**config.mk**
```make
export PLATFORM = sky130hd
export DESIGN_NAME = xsv_save_seq
export DESIGN_NICKNAME = d
export VERILOG_FILES = /design/src/rtl/xsv_pkg.sv /design/src/rtl/xsv_select.sv /design/src/rtl/xsv_walker.sv /design/src/rtl/xsv_save_seq.sv
export SDC_FILE = /design/constraint.sdc
export NUM_CORES = 1
export LEC_CHECK = 0
export BUFFER_PORTS_ARGS = -buffer_cell sky130_fd_sc_hd__clkbuf_2
export CAP_MARGIN = 0
export CORE_MARGIN = 2
export CORE_UTILIZATION = 24
export CTS_BUF_LIST = sky130_fd_sc_hd__clkbuf_8
export DETAILED_ROUTE_END_ITERATION = 7
export PLACE_DENSITY_LB_ADDON = 0.3
export SYNTH_ARGS = -nofsm -noshare
export SYNTH_HDL_FRONTEND = slang
export SYNTH_SLANG_ARGS = --single-unit
```
**constraint.sdc**
```tcl
create_clock -name clk_i -period 7 [get_ports clk_i]
set_clock_uncertainty 0.05 [all_clocks]
set_input_delay 0 -clock clk_i [delete_from_list [all_inputs] [get_ports clk_i]]
set_output_delay 0 -clock clk_i [all_outputs]
set_load 0.005 [all_outputs]
```
**src/rtl/xsv_pkg.sv**
```systemverilog
package xsv_pkg;
  localparam int NCOMP      = 3;
  localparam int CW         = 2;
  localparam int BEAT_W     = 6;
  localparam int BEAT_BYTES = 8;
  localparam int HDR_OFF    = 512;
  localparam int HCOMP_OFF  = 520;
  localparam int GAP_LO     = 464;
  localparam int HDR_END    = 528;
  localparam int EXT_OFF    = 576;

  typedef enum logic [1:0] {ST_IDLE, ST_COMP, ST_XSTATE, ST_XCOMP} st_e;
  typedef enum logic [1:0] {WK_NONE, WK_COMP, WK_XSTATE, WK_XCOMP} wr_kind_e;

  function automatic int comp_beats(int idx);
    case (idx)
      0:       return 20;
      default: return 32;
    endcase
  endfunction

  function automatic int comp_off(int idx);
    case (idx)
      0:       return 0;
      1:       return 160;
      default: return EXT_OFF;
    endcase
  endfunction
endpackage

```
**src/rtl/xsv_select.sv**
```systemverilog
module xsv_select
  import xsv_pkg::*;
#(
  parameter logic [31:0] MXCSR_DEF = 32'h1F80
) (
  input  logic [63:0]      mask_hi_i,
  input  logic [63:0]      mask_lo_i,
  input  logic [63:0]      feat_en_i,
  input  logic [63:0]      in_use_i,
  input  logic [31:0]      mxcsr_i,
  output logic [NCOMP-1:0] save_o,
  output logic [63:0]      xstate_o,
  output logic [63:0]      xcomp_o
);
  logic [63:0] rfbm;
  logic        unused_upper;

  assign rfbm         = feat_en_i & {mask_hi_i[31:0], mask_lo_i[31:0]};
  assign unused_upper = ^{mask_hi_i[63:32], mask_lo_i[63:32]};

  for (genvar g = 0; g < NCOMP; g++) begin : g_save
    if (g == 1) begin : g_sse
      // non-default control word forces the save
      assign save_o[g] = rfbm[g] & (in_use_i[g] | (mxcsr_i != MXCSR_DEF));
    end else begin : g_plain
      assign save_o[g] = rfbm[g] & in_use_i[g];
    end
  end

  assign xstate_o = in_use_i & rfbm;
  assign xcomp_o  = {1'b1, rfbm[62:0]};
endmodule

```
**src/rtl/xsv_walker.sv**
```systemverilog
module xsv_walker
  import xsv_pkg::*;
(
  input  logic              clk_i,
  input  logic              rst_ni,
  input  logic              start_i,
  input  logic [NCOMP-1:0]  save_i,
  output logic              busy_o,
  output wr_kind_e          kind_o,
  output logic [CW-1:0]     comp_o,
  output logic [BEAT_W-1:0] beat_o,
  output logic              done_o
);
  st_e               st_q;
  logic [CW-1:0]     comp_q;
  logic [BEAT_W-1:0] beat_q;
  logic [NCOMP-1:0]  save_q;
  logic              done_q;

  logic [NCOMP-1:0]  src;
  int                lo;
  logic              nf;
  logic [CW-1:0]     ni;
  logic              last_beat;

  // lowest stored component at or above lo
  always_comb begin
    src = (st_q == ST_IDLE) ? save_i : save_q;
    lo  = (st_q == ST_IDLE) ? 0 : int'(comp_q) + 1;
    nf  = 1'b0;
    ni  = '0;
    for (int i = NCOMP - 1; i >= 0; i--) begin
      if (i >= lo && src[i]) begin
        nf = 1'b1;
        ni = CW'(i);
      end
    end
  end

  assign last_beat = (int'(beat_q) == comp_beats(int'(comp_q)) - 1);

  always_ff @(posedge clk_i or negedge rst_ni) begin
    if (!rst_ni) begin
      st_q   <= ST_IDLE;
      comp_q <= '0;
      beat_q <= '0;
      save_q <= '0;
      done_q <= 1'b0;
    end else begin
      done_q <= 1'b0;
      case (st_q)
        ST_IDLE: if (start_i) begin
          save_q <= save_i;
          beat_q <= '0;
          if (nf) begin
            st_q   <= ST_COMP;
            comp_q <= ni;
          end else begin
            st_q <= ST_XSTATE;
          end
        end
        ST_COMP: if (last_beat) begin
          beat_q <= '0;
          if (nf) comp_q <= ni;
          else    st_q   <= ST_XSTATE;
        end else begin
          beat_q <= beat_q + 1'b1;
        end
        ST_XSTATE: st_q <= ST_XCOMP;
        default: begin
          st_q   <= ST_IDLE;
          done_q <= 1'b1;
        end
      endcase
    end
  end

  always_comb begin
    case (st_q)
      ST_COMP:   kind_o = WK_COMP;
      ST_XSTATE: kind_o = WK_XSTATE;
      ST_XCOMP:  kind_o = WK_XCOMP;
      default:   kind_o = WK_NONE;
    endcase
  end

  assign busy_o = (st_q != ST_IDLE);
  assign comp_o = comp_q;
  assign beat_o = beat_q;
  assign done_o = done_q;


  done_once_chk: assert property (@(posedge clk_i) disable iff (!rst_ni)
    done_q |=> !done_q);

  hdr_then_done_chk: assert property (@(posedge clk_i) disable iff (!rst_ni)
    (st_q == ST_XCOMP) |=> (done_q && st_q == ST_IDLE));

  ascend_chk: assert property (@(posedge clk_i) disable iff (!rst_ni)
    (st_q == ST_COMP && $past(st_q) == ST_COMP && comp_q != $past(comp_q))
      |-> (comp_q > $past(comp_q)));

  beat_bound_chk: assert property (@(posedge clk_i) disable iff (!rst_ni)
    (st_q == ST_COMP) |-> (int'(beat_q) < comp_beats(int'(comp_q))));
endmodule

```
**src/rtl/xsv_save_seq.sv**
```systemverilog
module xsv_save_seq
  import xsv_pkg::*;
#(
  parameter int ADDR_W = 48
) (
  input  logic              clk_i,
  input  logic              rst_ni,
  input  logic              start_i,
  input  logic [63:0]       mask_hi_i,
  input  logic [63:0]       mask_lo_i,
  input  logic [63:0]       feat_en_i,
  input  logic [63:0]       in_use_i,
  input  logic [31:0]       mxcsr_i,
  input  logic [ADDR_W-1:0] base_i,
  output logic [CW-1:0]     rd_sel_o,
  output logic [BEAT_W-1:0] rd_beat_o,
  input  logic [63:0]       rd_data_i,
  output logic              wr_en_o,
  output logic [ADDR_W-1:0] wr_addr_o,
  output logic [63:0]       wr_data_o,
  output logic              busy_o,
  output logic              done_o
);
  logic [NCOMP-1:0]  save_c;
  logic [63:0]       xstate_c, xcomp_c;
  logic [63:0]       xstate_q, xcomp_q;
  logic [ADDR_W-1:0] base_q;
  logic [ADDR_W-1:0] off;
  wr_kind_e          kind;
  logic              accept;

  xsv_select u_select (
    .mask_hi_i (mask_hi_i),
    .mask_lo_i (mask_lo_i),
    .feat_en_i (feat_en_i),
    .in_use_i  (in_use_i),
    .mxcsr_i   (mxcsr_i),
    .save_o    (save_c),
    .xstate_o  (xstate_c),
    .xcomp_o   (xcomp_c)
  );

  xsv_walker u_walker (
    .clk_i   (clk_i),
    .rst_ni  (rst_ni),
    .start_i (start_i),
    .save_i  (save_c),
    .busy_o  (busy_o),
    .kind_o  (kind),
    .comp_o  (rd_sel_o),
    .beat_o  (rd_beat_o),
    .done_o  (done_o)
  );

  assign accept = start_i && !busy_o;

  always_ff @(posedge clk_i or negedge rst_ni) begin
    if (!rst_ni) begin
      base_q   <= '0;
      xstate_q <= '0;
      xcomp_q  <= '0;
    end else if (accept) begin
      base_q   <= base_i;
      xstate_q <= xstate_c;
      xcomp_q  <= xcomp_c;
    end
  end

  always_comb begin
    wr_en_o   = 1'b1;
    wr_addr_o = base_q;
    wr_data_o = '0;
    case (kind)
      WK_COMP: begin
        wr_addr_o = base_q + ADDR_W'(comp_off(int'(rd_sel_o)))
                           + (ADDR_W'(rd_beat_o) << 3);
        wr_data_o = rd_data_i;
      end
      WK_XSTATE: begin
        wr_addr_o = base_q + ADDR_W'(HDR_OFF);
        wr_data_o = xstate_q;
      end
      WK_XCOMP: begin
        wr_addr_o = base_q + ADDR_W'(HCOMP_OFF);
        wr_data_o = xcomp_q;
      end
      default: wr_en_o = 1'b0;
    endcase
  end

  assign off = wr_addr_o - base_q;


  xcomp_flag_chk: assert property (@(posedge clk_i) disable iff (!rst_ni)
    (kind == WK_XCOMP) |-> (wr_en_o && wr_data_o[63]));

  xstate_sub_chk: assert property (@(posedge clk_i) disable iff (!rst_ni)
    (kind == WK_XSTATE) |-> ((wr_data_o & ~xcomp_q) == 64'd0));

  saved_only_chk: assert property (@(posedge clk_i) disable iff (!rst_ni)
    (kind == WK_COMP && rd_sel_o != 2'd1) |-> xstate_q[rd_sel_o]);

  sse_req_chk: assert property (@(posedge clk_i) disable iff (!rst_ni)
    (kind == WK_COMP && rd_sel_o == 2'd1) |-> xcomp_q[1]);

  gap_chk: assert property (@(posedge clk_i) disable iff (!rst_ni)
    wr_en_o |-> !((off >= ADDR_W'(GAP_LO) && off < ADDR_W'(HDR_OFF)) ||
                  (off >= ADDR_W'(HDR_END) && off < ADDR_W'(EXT_OFF))));

  hold_chk: assert property (@(posedge clk_i) disable iff (!rst_ni)
    (busy_o && $past(busy_o)) |-> ($stable(base_q) && $stable(xcomp_q) && $stable(xstate_q)));
endmodule

```
==> run summary, run 1 <==
• 6950 ps — Critical Path RT
• 14570 — detailed-route via count
• 0.699 — fin crit share
• 362 mW/mm^2 — cell area power density
• 2513 — Final nets
• 8 — cells on worst reg2reg path
• 1117 — initial DRC count
• 14 — maximum net fanout on the critical path
• 0.0120 sq mm — mapped cell area
• u_walker.st_q[0] — startpoint of the worst register-to-register path
• 0 — grt total ovfl
• 0 — Remaining DRCs
• 0.254 — fraction of layout instances using a drive strength above 1
• 1.00 — async set-or-reset flop fraction in the synthesized netlist
• sky130_fd_sc_hd__clkbuf_2 — most common cell after layout, fill and taps aside
• 0.0492 sq mm — area of the core
• 85.7 mm — first-pass GRT wire length
• 0 — hold violation count in the final report
• 74 — number of distinct standard cells referenced by the synthesized netlist
• 96 — largest net degree at the start of global routing
• wr_addr_o[31] — CP endpoint
• 0 — EDFF count, synth
• no — RSZ-0062 raised after global routing
• 0.279 — relative max-transition margin
• 0 — Post-DRT Antenna Nets
• flip-flop to primary output — CP Class
• 14576 — number of global-route vias before repair
• 0.208 mV — maximum vdd ir drop
• 10 — number of antenna violations at the first check in global routing
• sky130_fd_sc_hd__clkbuf_8 — CTS root buf
• 2 — Clock Tree Buf Depth
• primary output — endpoint type of the worst setup path
• primary input to flip-flop — min-delay worst type
• finished clean — status
• 228 um — horizontal extent of the die
• base_q[10] — reg2reg end
• 17 — clock buffer count from CTS
• 120 ps — CTS clk-pin slew, worst paths
• 0 ps — Total Neg Setup Slack
• 590 ps — worst-skew pair later-pin latency
• 0.392 — part of the Yosys area used for sequential elements
• 0.218 — GRT Overall Usage
• 38.7 mm — DP HPWL
• 1816 — synthesized net count
• 0 — # setup viols final
• 0 — Warnings, synthesis
• 5.27 — DR vias/cell
• sky130_fd_sc_hd__dfrtp_1 — commonest register cell after synthesis
• 1386 — post-synthesis cell count
• 188 — flip-flop and latch count after synthesis
• 461 — I/O Buffers
• 2800 ps — flop-to-flop setup slack
• 0.244 — effective utilization at floorplan
• 9.43 nW — static leakage power
• 54.2% — Synth-to-Final Area Change
• 188 — number of sinks on the clock net
• 526 — top-level port count
• 1080 ps — slew of the pin with the lowest slew margin
• 56.9 mm — wire length after detailed routing
• 7 — number of detailed-routing iterations run before antenna repair
• 228 um — Vert. Die Dim
• 87.5 ps — Hold Slack
• 4 — H-tree levels
• 4961 — number of fill cells in the layout
• 8.65 sq um — syn avg cell area
• sky130_fd_sc_hd__clkbuf_2, sky130_fd_sc_hd__dlygate4sd3_1, sky130_fd_sc_hd__dfrtp_1 — commonest cells after routing, fill and taps aside
• 4900 ps — final period demand of the worst path
• done — TritonCTS clock tree
• u_walker.comp_o[0] — origin of the worst setup path
• 0 — Max-cap violations
• 4850 ps — worst path arrival time
• 81 — num rows
• 0.907 — RePlAce Congestion
• 0 — final max-slew violation count
• 204 MHz — highest achievable clock rate
• flip-flop — crit start category
• 0.0518 sq mm — Total Die Area
• 20.6 um — Routed wire per std cell
[sequential cells by signal (all words and copies together) (netlist names)]
signal and count:
u_walker.done_o 1, u_walker.save_q 1, xstate_q 64, u_walker.st_q 2, base_q 48, u_walker.comp_o 2, u_walker.beat_o 6, xcomp_q 64
[where the power goes]
part / total, mW / internal [mW] / switching [mW]
clock network: 0.813 / 0.312 / 0.501
registers: 2.06 / 1.52 / 0.532
logic: 3.83 / 1.67 / 2.16
total: 6.70 / 3.51 / 3.19
[cell families (layout without fill, tap and decap cells)]
kind of cell | count (synthesis) | after routing | synth area share
flip-flops | 188 | 188 | 0.392
AND/OR/NAND/NOR | 543 | 543 | 0.219
adder cells (fa/ha/maj) | 27 | 27 | 0.0301
buffers and inverters | 146 | 856 | 0.0483
XOR/XNOR | 31 | 31 | 0.0226
multiplexers | 13 | 13 | 0.0116
other | 0 | 5 | 0
AO/OA/AOI/OAI | 438 | 438 | 0.276
[metrics by stage]
step	cell area (sq um)	util	total power [mW]	worst slack (ps)	std cells
CTS	18500	0.376	6.70	2140	2760
global placement	14800	0.302	5.44	2920	2407
detailed placement	14800	0.302	5.49	2860	2407
finish	18500	0.376	6.70	2100	2765
floorplan	12000	-	4.04	3760	1386
global route	18500	0.376	7.21	1690	2765
[layout make-up]
class / instances / area (sq um) / area share
clock inverter: 14 / 174 / 0.00941
clock buffer: 18 / 248 / 0.0134
timing repair buffer: 794 / 5640 / 0.305
antenna: 5 / 12.5 / 0.000677
inverter: 30 / 113 / 0.00609
sequential: 188 / 4700 / 0.255
tap: 664 / 831 / 0.0449
multi-input combinational: 1052 / 6770 / 0.366
[worst min path at each step]
stage	start	endpoint	slack, ps	depth (start not counted)
after floorplan	rst_ni	base_q[0]	-350	0
after global placement	rst_ni	base_q[15]	60	1
after detailed placement	rst_ni	base_q[15]	70	1
after CTS	base_i[37]	base_q[37]	30	4
after global routing	base_i[31]	base_q[31]	80	4
final	base_i[37]	base_q[37]	90	4
[Yosys cell counts, types with 9 or more instances]
library cell               count  area share
sky130_fd_sc_hd__a21oi_1      48       0.020
sky130_fd_sc_hd__a21o_1       70       0.044
sky130_fd_sc_hd__nor2_1      125       0.039
sky130_fd_sc_hd__o21ai_0      72       0.030
sky130_fd_sc_hd__and3_1       80       0.042
sky130_fd_sc_hd__xnor2_1      23       0.017
sky130_fd_sc_hd__buf_2        16      0.0067
sky130_fd_sc_hd__a221oi_1     11      0.0080
sky130_fd_sc_hd__nor3_1       27       0.011
sky130_fd_sc_hd__and2_1        9      0.0047
sky130_fd_sc_hd__nand2_1     184       0.058
sky130_fd_sc_hd__a22oi_1       9      0.0056
sky130_fd_sc_hd__a222oi_1     66       0.055
sky130_fd_sc_hd__and4_1       13      0.0095
sky130_fd_sc_hd__a31oi_1      17      0.0089
sky130_fd_sc_hd__nand3_1      36       0.015
sky130_fd_sc_hd__a22o_1       61       0.045
sky130_fd_sc_hd__dfrtp_1     188        0.39
sky130_fd_sc_hd__nand4_1      28       0.015
sky130_fd_sc_hd__clkbuf_1     88       0.028
sky130_fd_sc_hd__inv_1        30      0.0094
sky130_fd_sc_hd__buf_1         9      0.0028
sky130_fd_sc_hd__ha_1         24       0.025
[repair_timing]
action / in CTS / in global routing
hold buffers: 321 / 0
resized for setup: 0 / 0
setup buffers: 0 / 0
endpoints found under the hold margin: 262 / 0
[critical path, stage by stage, from the launching register on]
cell and delay (ps):
sky130_fd_sc_hd__dfrtp_1 490, sky130_fd_sc_hd__inv_1 100, sky130_fd_sc_hd__ha_1 250, sky130_fd_sc_hd__nor2_1 260, sky130_fd_sc_hd__xnor2_1 110, sky130_fd_sc_hd__ha_1 180, sky130_fd_sc_hd__a21o_1 150, sky130_fd_sc_hd__ha_1 360
sky130_fd_sc_hd__a21o_1 140, sky130_fd_sc_hd__a21oi_1 70, sky130_fd_sc_hd__nand2_1 130, sky130_fd_sc_hd__a311o_1 680, sky130_fd_sc_hd__nand3_1 210, sky130_fd_sc_hd__a2111oi_0 700, sky130_fd_sc_hd__mux2i_1 260, sky130_fd_sc_hd__clkbuf_2 180
[metal layers]
layer	GRT usage	routed length [um]	vias to the layer above
met2	0.371	27800	650
li1	-	-	6646
met1	0.260	22800	7131
met3	0.0501	3830	133
met5	0	68	-
met4	0.103	2340	10
(Power assumes the default switching activity.)
==> inputs of run 2 (changes only) <==
==> constraint.sdc (replaced) <==
create_clock -name clk_i -period 5.1 [get_ports clk_i]
set_clock_uncertainty 0.05 [all_clocks]
set_input_delay 0 -clock clk_i [delete_from_list [all_inputs] [get_ports clk_i]]
set_output_delay 0 -clock clk_i [all_outputs]
set_load 0.005 [all_outputs]
==> run summary, run 2 (synthesis gave the netlist of run 1 again) <==
• finished clean — status, unchanged
• 14508 — detailed-route via count, was 14570
• 526 — top-level port count, unchanged
• sky130_fd_sc_hd__clkbuf_2, sky130_fd_sc_hd__dlygate4sd3_1, sky130_fd_sc_hd__dfrtp_1 — commonest cells after routing, fill and taps aside, unchanged
• 0.0492 sq mm — area of the core, unchanged
• 480 ps — slowest stage delay, CP, was 700 ps
• 14781 — number of global-route vias before repair, was 14576
• 210 MHz — highest achievable clock rate
• flip-flop to primary output — CP Class, unchanged
• 0.577 — part of the power in combinational logic, was 0.572
• base_q[21] — WHS Endpoint, was base_q[37]
• sky130_fd_sc_hd__clkbuf_8 — CTS root buf, unchanged
• 0 — final max-slew violation count, unchanged
• 85.2 mm — first-pass GRT wire length, was 85.7 mm
• 461 — I/O Buffers, unchanged
• 4.37 mW — Net Switching, was 3.19 mW
• 4 — worst hold path cell count, unchanged
• 0.255 — fraction of layout instances using a drive strength above 1, was 0.254
• 0 — grt total ovfl, unchanged
• 39.0 mm — DP HPWL, was 38.7 mm
• 81 — num rows, unchanged
• 0.0518 sq mm — Total Die Area, unchanged
• 228 um — horizontal extent of the die, unchanged
• 8 — number of antenna violations at the first check in global routing, was 10
• base_i[21] — launch point of the worst hold path, was base_i[37]
• 1008 — initial DRC count, was 1117
• 0.483 — switch share, was 0.477
• done — TritonCTS clock tree, unchanged
• 4700 ps — worst path arrival time, was 4850 ps
• 188 — number of sinks on the clock net, unchanged
• 7 — number of detailed-routing iterations run before antenna repair, unchanged
• 4750 ps — final period demand of the worst path
• 8 — cells on worst reg2reg path, unchanged
• 112 — largest net degree at the start of global routing, was 96
• u_walker.st_q[1] — startpoint of the worst register-to-register path, was u_walker.st_q[0]
• 5.27 — DR vias/cell, about the same
• 0.932 — fin crit share
• 5003 — number of fill cells in the layout, was 4961
• 4 — H-tree levels, unchanged
• no — RSZ-0062 raised after global routing, unchanged
• 2 — Clock Tree Buf Depth, unchanged
• 2500 — Final nets, was 2513
• 1010 ps — slew of the pin with the lowest slew margin, was 1080 ps
• 0 — Post-DRT Antenna Nets, unchanged
• 9 — maximum net fanout on the critical path, was 14
• 0.217 — GRT Overall Usage, was 0.218
• 2408 — number of placed cells counting well taps, was 2407
• 0.112 — part of the total power dissipated in the clock network, was 0.121
• 9.35 nW — static leakage power, was 9.43 nW
• primary input to flip-flop — min-delay worst type, unchanged
• 17 — clock buffer count from CTS, unchanged
• primary output — endpoint type of the worst setup path, unchanged
• 0 — Remaining DRCs, unchanged
• 0 — # setup viols final, unchanged
• 110 ps — CTS clk-pin slew, worst paths, was 120 ps
• 3 — number of buffers and inverters on the critical path, was 2
• sky130_fd_sc_hd__ha_1 — crit-path most repeated cell, unchanged
• 0 — hold violation count in the final report, unchanged
• 0.898 — RePlAce Congestion, was 0.907
• 16 — number of gates on the worst path with buffers counted, was 15
• inv_1, ha_1, nor2_1, xnor2_1, ha_1, a21o_1, ha_1, o211ai_1, o21ai_0, o211ai_1, buf_4, nor3_1, nand2_1, mux2i_1, o221ai_1, clkbuf_2 — ordered list of cells on the worst path, was inv_1, ha_1, nor2_1, xnor2_1, ha_1, a21o_1, ha_1, a21o_1, a21oi_1, nand2_1, a311o_1, nand3_1, a2111oi_0, mux2i_1, clkbuf_2
• u_walker.comp_o[0] — reg2reg end, was base_q[10]
• 0.244 — effective utilization at floorplan, unchanged
• 0.308 mV — maximum vdd ir drop, was 0.208 mV
• 20.6 um — Routed wire per std cell, about the same
• flip-flop — crit start category, unchanged
• 1570 ps — flop-to-flop setup slack, was 2800 ps
• 0.329 — relative max-transition margin, was 0.279
• 5050 ps — Critical Path RT, was 6950 ps
• 0 — Max-cap violations, unchanged
• 228 um — Vert. Die Dim, unchanged
• 0.311 — Seq pwr share, was 0.307
• 56.7 mm — wire length after detailed routing, was 56.9 mm
• 2752 — number of cells in the finished layout apart from fillers, was 2765
• 0 ps — Total Neg Setup Slack, unchanged
• 495 mW/mm^2 — cell area power density, was 362 mW/mm^2
• xcomp_q: 64 flops, xstate_q: 64 flops, base_q: 48 flops — largest registers, unchanged
• 52.7% — Synth-to-Final Area Change, was 54.2%
• sky130_fd_sc_hd__dfrtp_1 — Worst path slowest cell, was sky130_fd_sc_hd__a2111oi_0
• 570 ps — worst-skew pair later-pin latency, was 590 ps
• 0 — number of resized instances in the post-cts repair step, unchanged
• compound AO/OA/AOI/OAI gates — family with the most delay on the worst path, unchanged
• 4.69 mW — internal power contribution, was 3.51 mW
• sky130_fd_sc_hd__clkbuf_2 — most common cell after layout, fill and taps aside, unchanged
==> run 2: cell count changes in the layout (fill, tap and decap cells not counted) <==
cell / change
sky130_fd_sc_hd__dlygate4sd3_1: -14
sky130_fd_sc_hd__buf_12: +3
sky130_fd_sc_hd__buf_16: -1
sky130_fd_sc_hd__clkinv_8: -2
sky130_fd_sc_hd__inv_8: -1
sky130_fd_sc_hd__inv_6: +3
sky130_fd_sc_hd__inv_1: +2
sky130_fd_sc_hd__buf_4: -1
sky130_fd_sc_hd__clkinvlp_4: +2
sky130_fd_sc_hd__bufinv_16: -1
sky130_fd_sc_hd__clkinv_4: -2
sky130_fd_sc_hd__clkbuf_8: -1
==> run 2: cell type report <==
type,count,area [sq um],share of cell area
Multi-Input combinational cell,1052,6770,0.369
Timing Repair Buffer,781,5520,0.301
Sequential cell,188,4700,0.257
Tap cell,664,831,0.0454
Clock buffer,17,234,0.0128
Clock inverter,15,131,0.00717
Inverter,30,113,0.00615
Antenna cell,5,12.5,0.000683
==> run 2: worst max-delay path by stage <==
stage	start	end
final	u_walker.comp_o[0]	wr_addr_o[32]
after floorplan	u_walker.comp_o[0]	wr_addr_o[33]
after detailed placement	u_walker.comp_o[0]	wr_addr_o[32]
after global placement	u_walker.comp_o[0]	wr_addr_o[46]
after CTS	u_walker.comp_o[0]	wr_addr_o[32]
after global routing	u_walker.comp_o[0]	wr_addr_o[46]
==> run 2: power groups by stage <==
stage | registers, mW | clock network, mW | logic, mW
2_1_floorplan | 2.43 | 0 | 3.12
3_3_place_gp | 2.79 | 0 | 4.68
3_5_place_dp | 2.81 | 0 | 4.75
4_1_cts | 2.78 | 1.05 | 5.20
5_1_grt | 2.90 | 1.11 | 5.72
6_report | 2.82 | 1.01 | 5.23
==> run 2: per-layer routing <==
| metal | track usage | routed length (um) | vias up |
|---|---|---|---|
| met5 | 0 | 69 | - |
| li1 | - | - | 6602 |
| met3 | 0.0574 | 4230 | 121 |
| met1 | 0.253 | 22500 | 7084 |
| met4 | 0.0926 | 2000 | 10 |
| met2 | 0.374 | 27900 | 691 |
==> run 2: metrics by stage <==
stage / util / setup WS, ps / hold slack (ps) / instance area (sq um) / total power, mW
6_report: 0.373 / 349 / 113 / 18300 / 9.06
5_1_grt: 0.372 / 25.9 / 80.4 / 18300 / 9.73
4_1_cts: 0.372 / 354 / 47.0 / 18300 / 9.03
3_5_place_dp: 0.302 / 1050 / 17.8 / 14900 / 7.55
3_3_place_gp: 0.302 / 1120 / 15.3 / 14900 / 7.47
2_1_floorplan: - / 1860 / -346 / 12000 / 5.55
==> run 2: worst min-delay path, cell delays in order <==
cell and delay [ps]:
sky130_fd_sc_hd__dlygate4sd3_1 520, sky130_fd_sc_hd__clkbuf_2 100, sky130_fd_sc_hd__nand2_1 40, sky130_fd_sc_hd__nand2_1 40
==> run 2: what timing repair did <==
item | CTS | global route
hold buffers | 307 | 0
endpoints found under the hold margin | 277 | 0
setup buffers | 0 | 0
setup endpoints to repair | 0 | 0
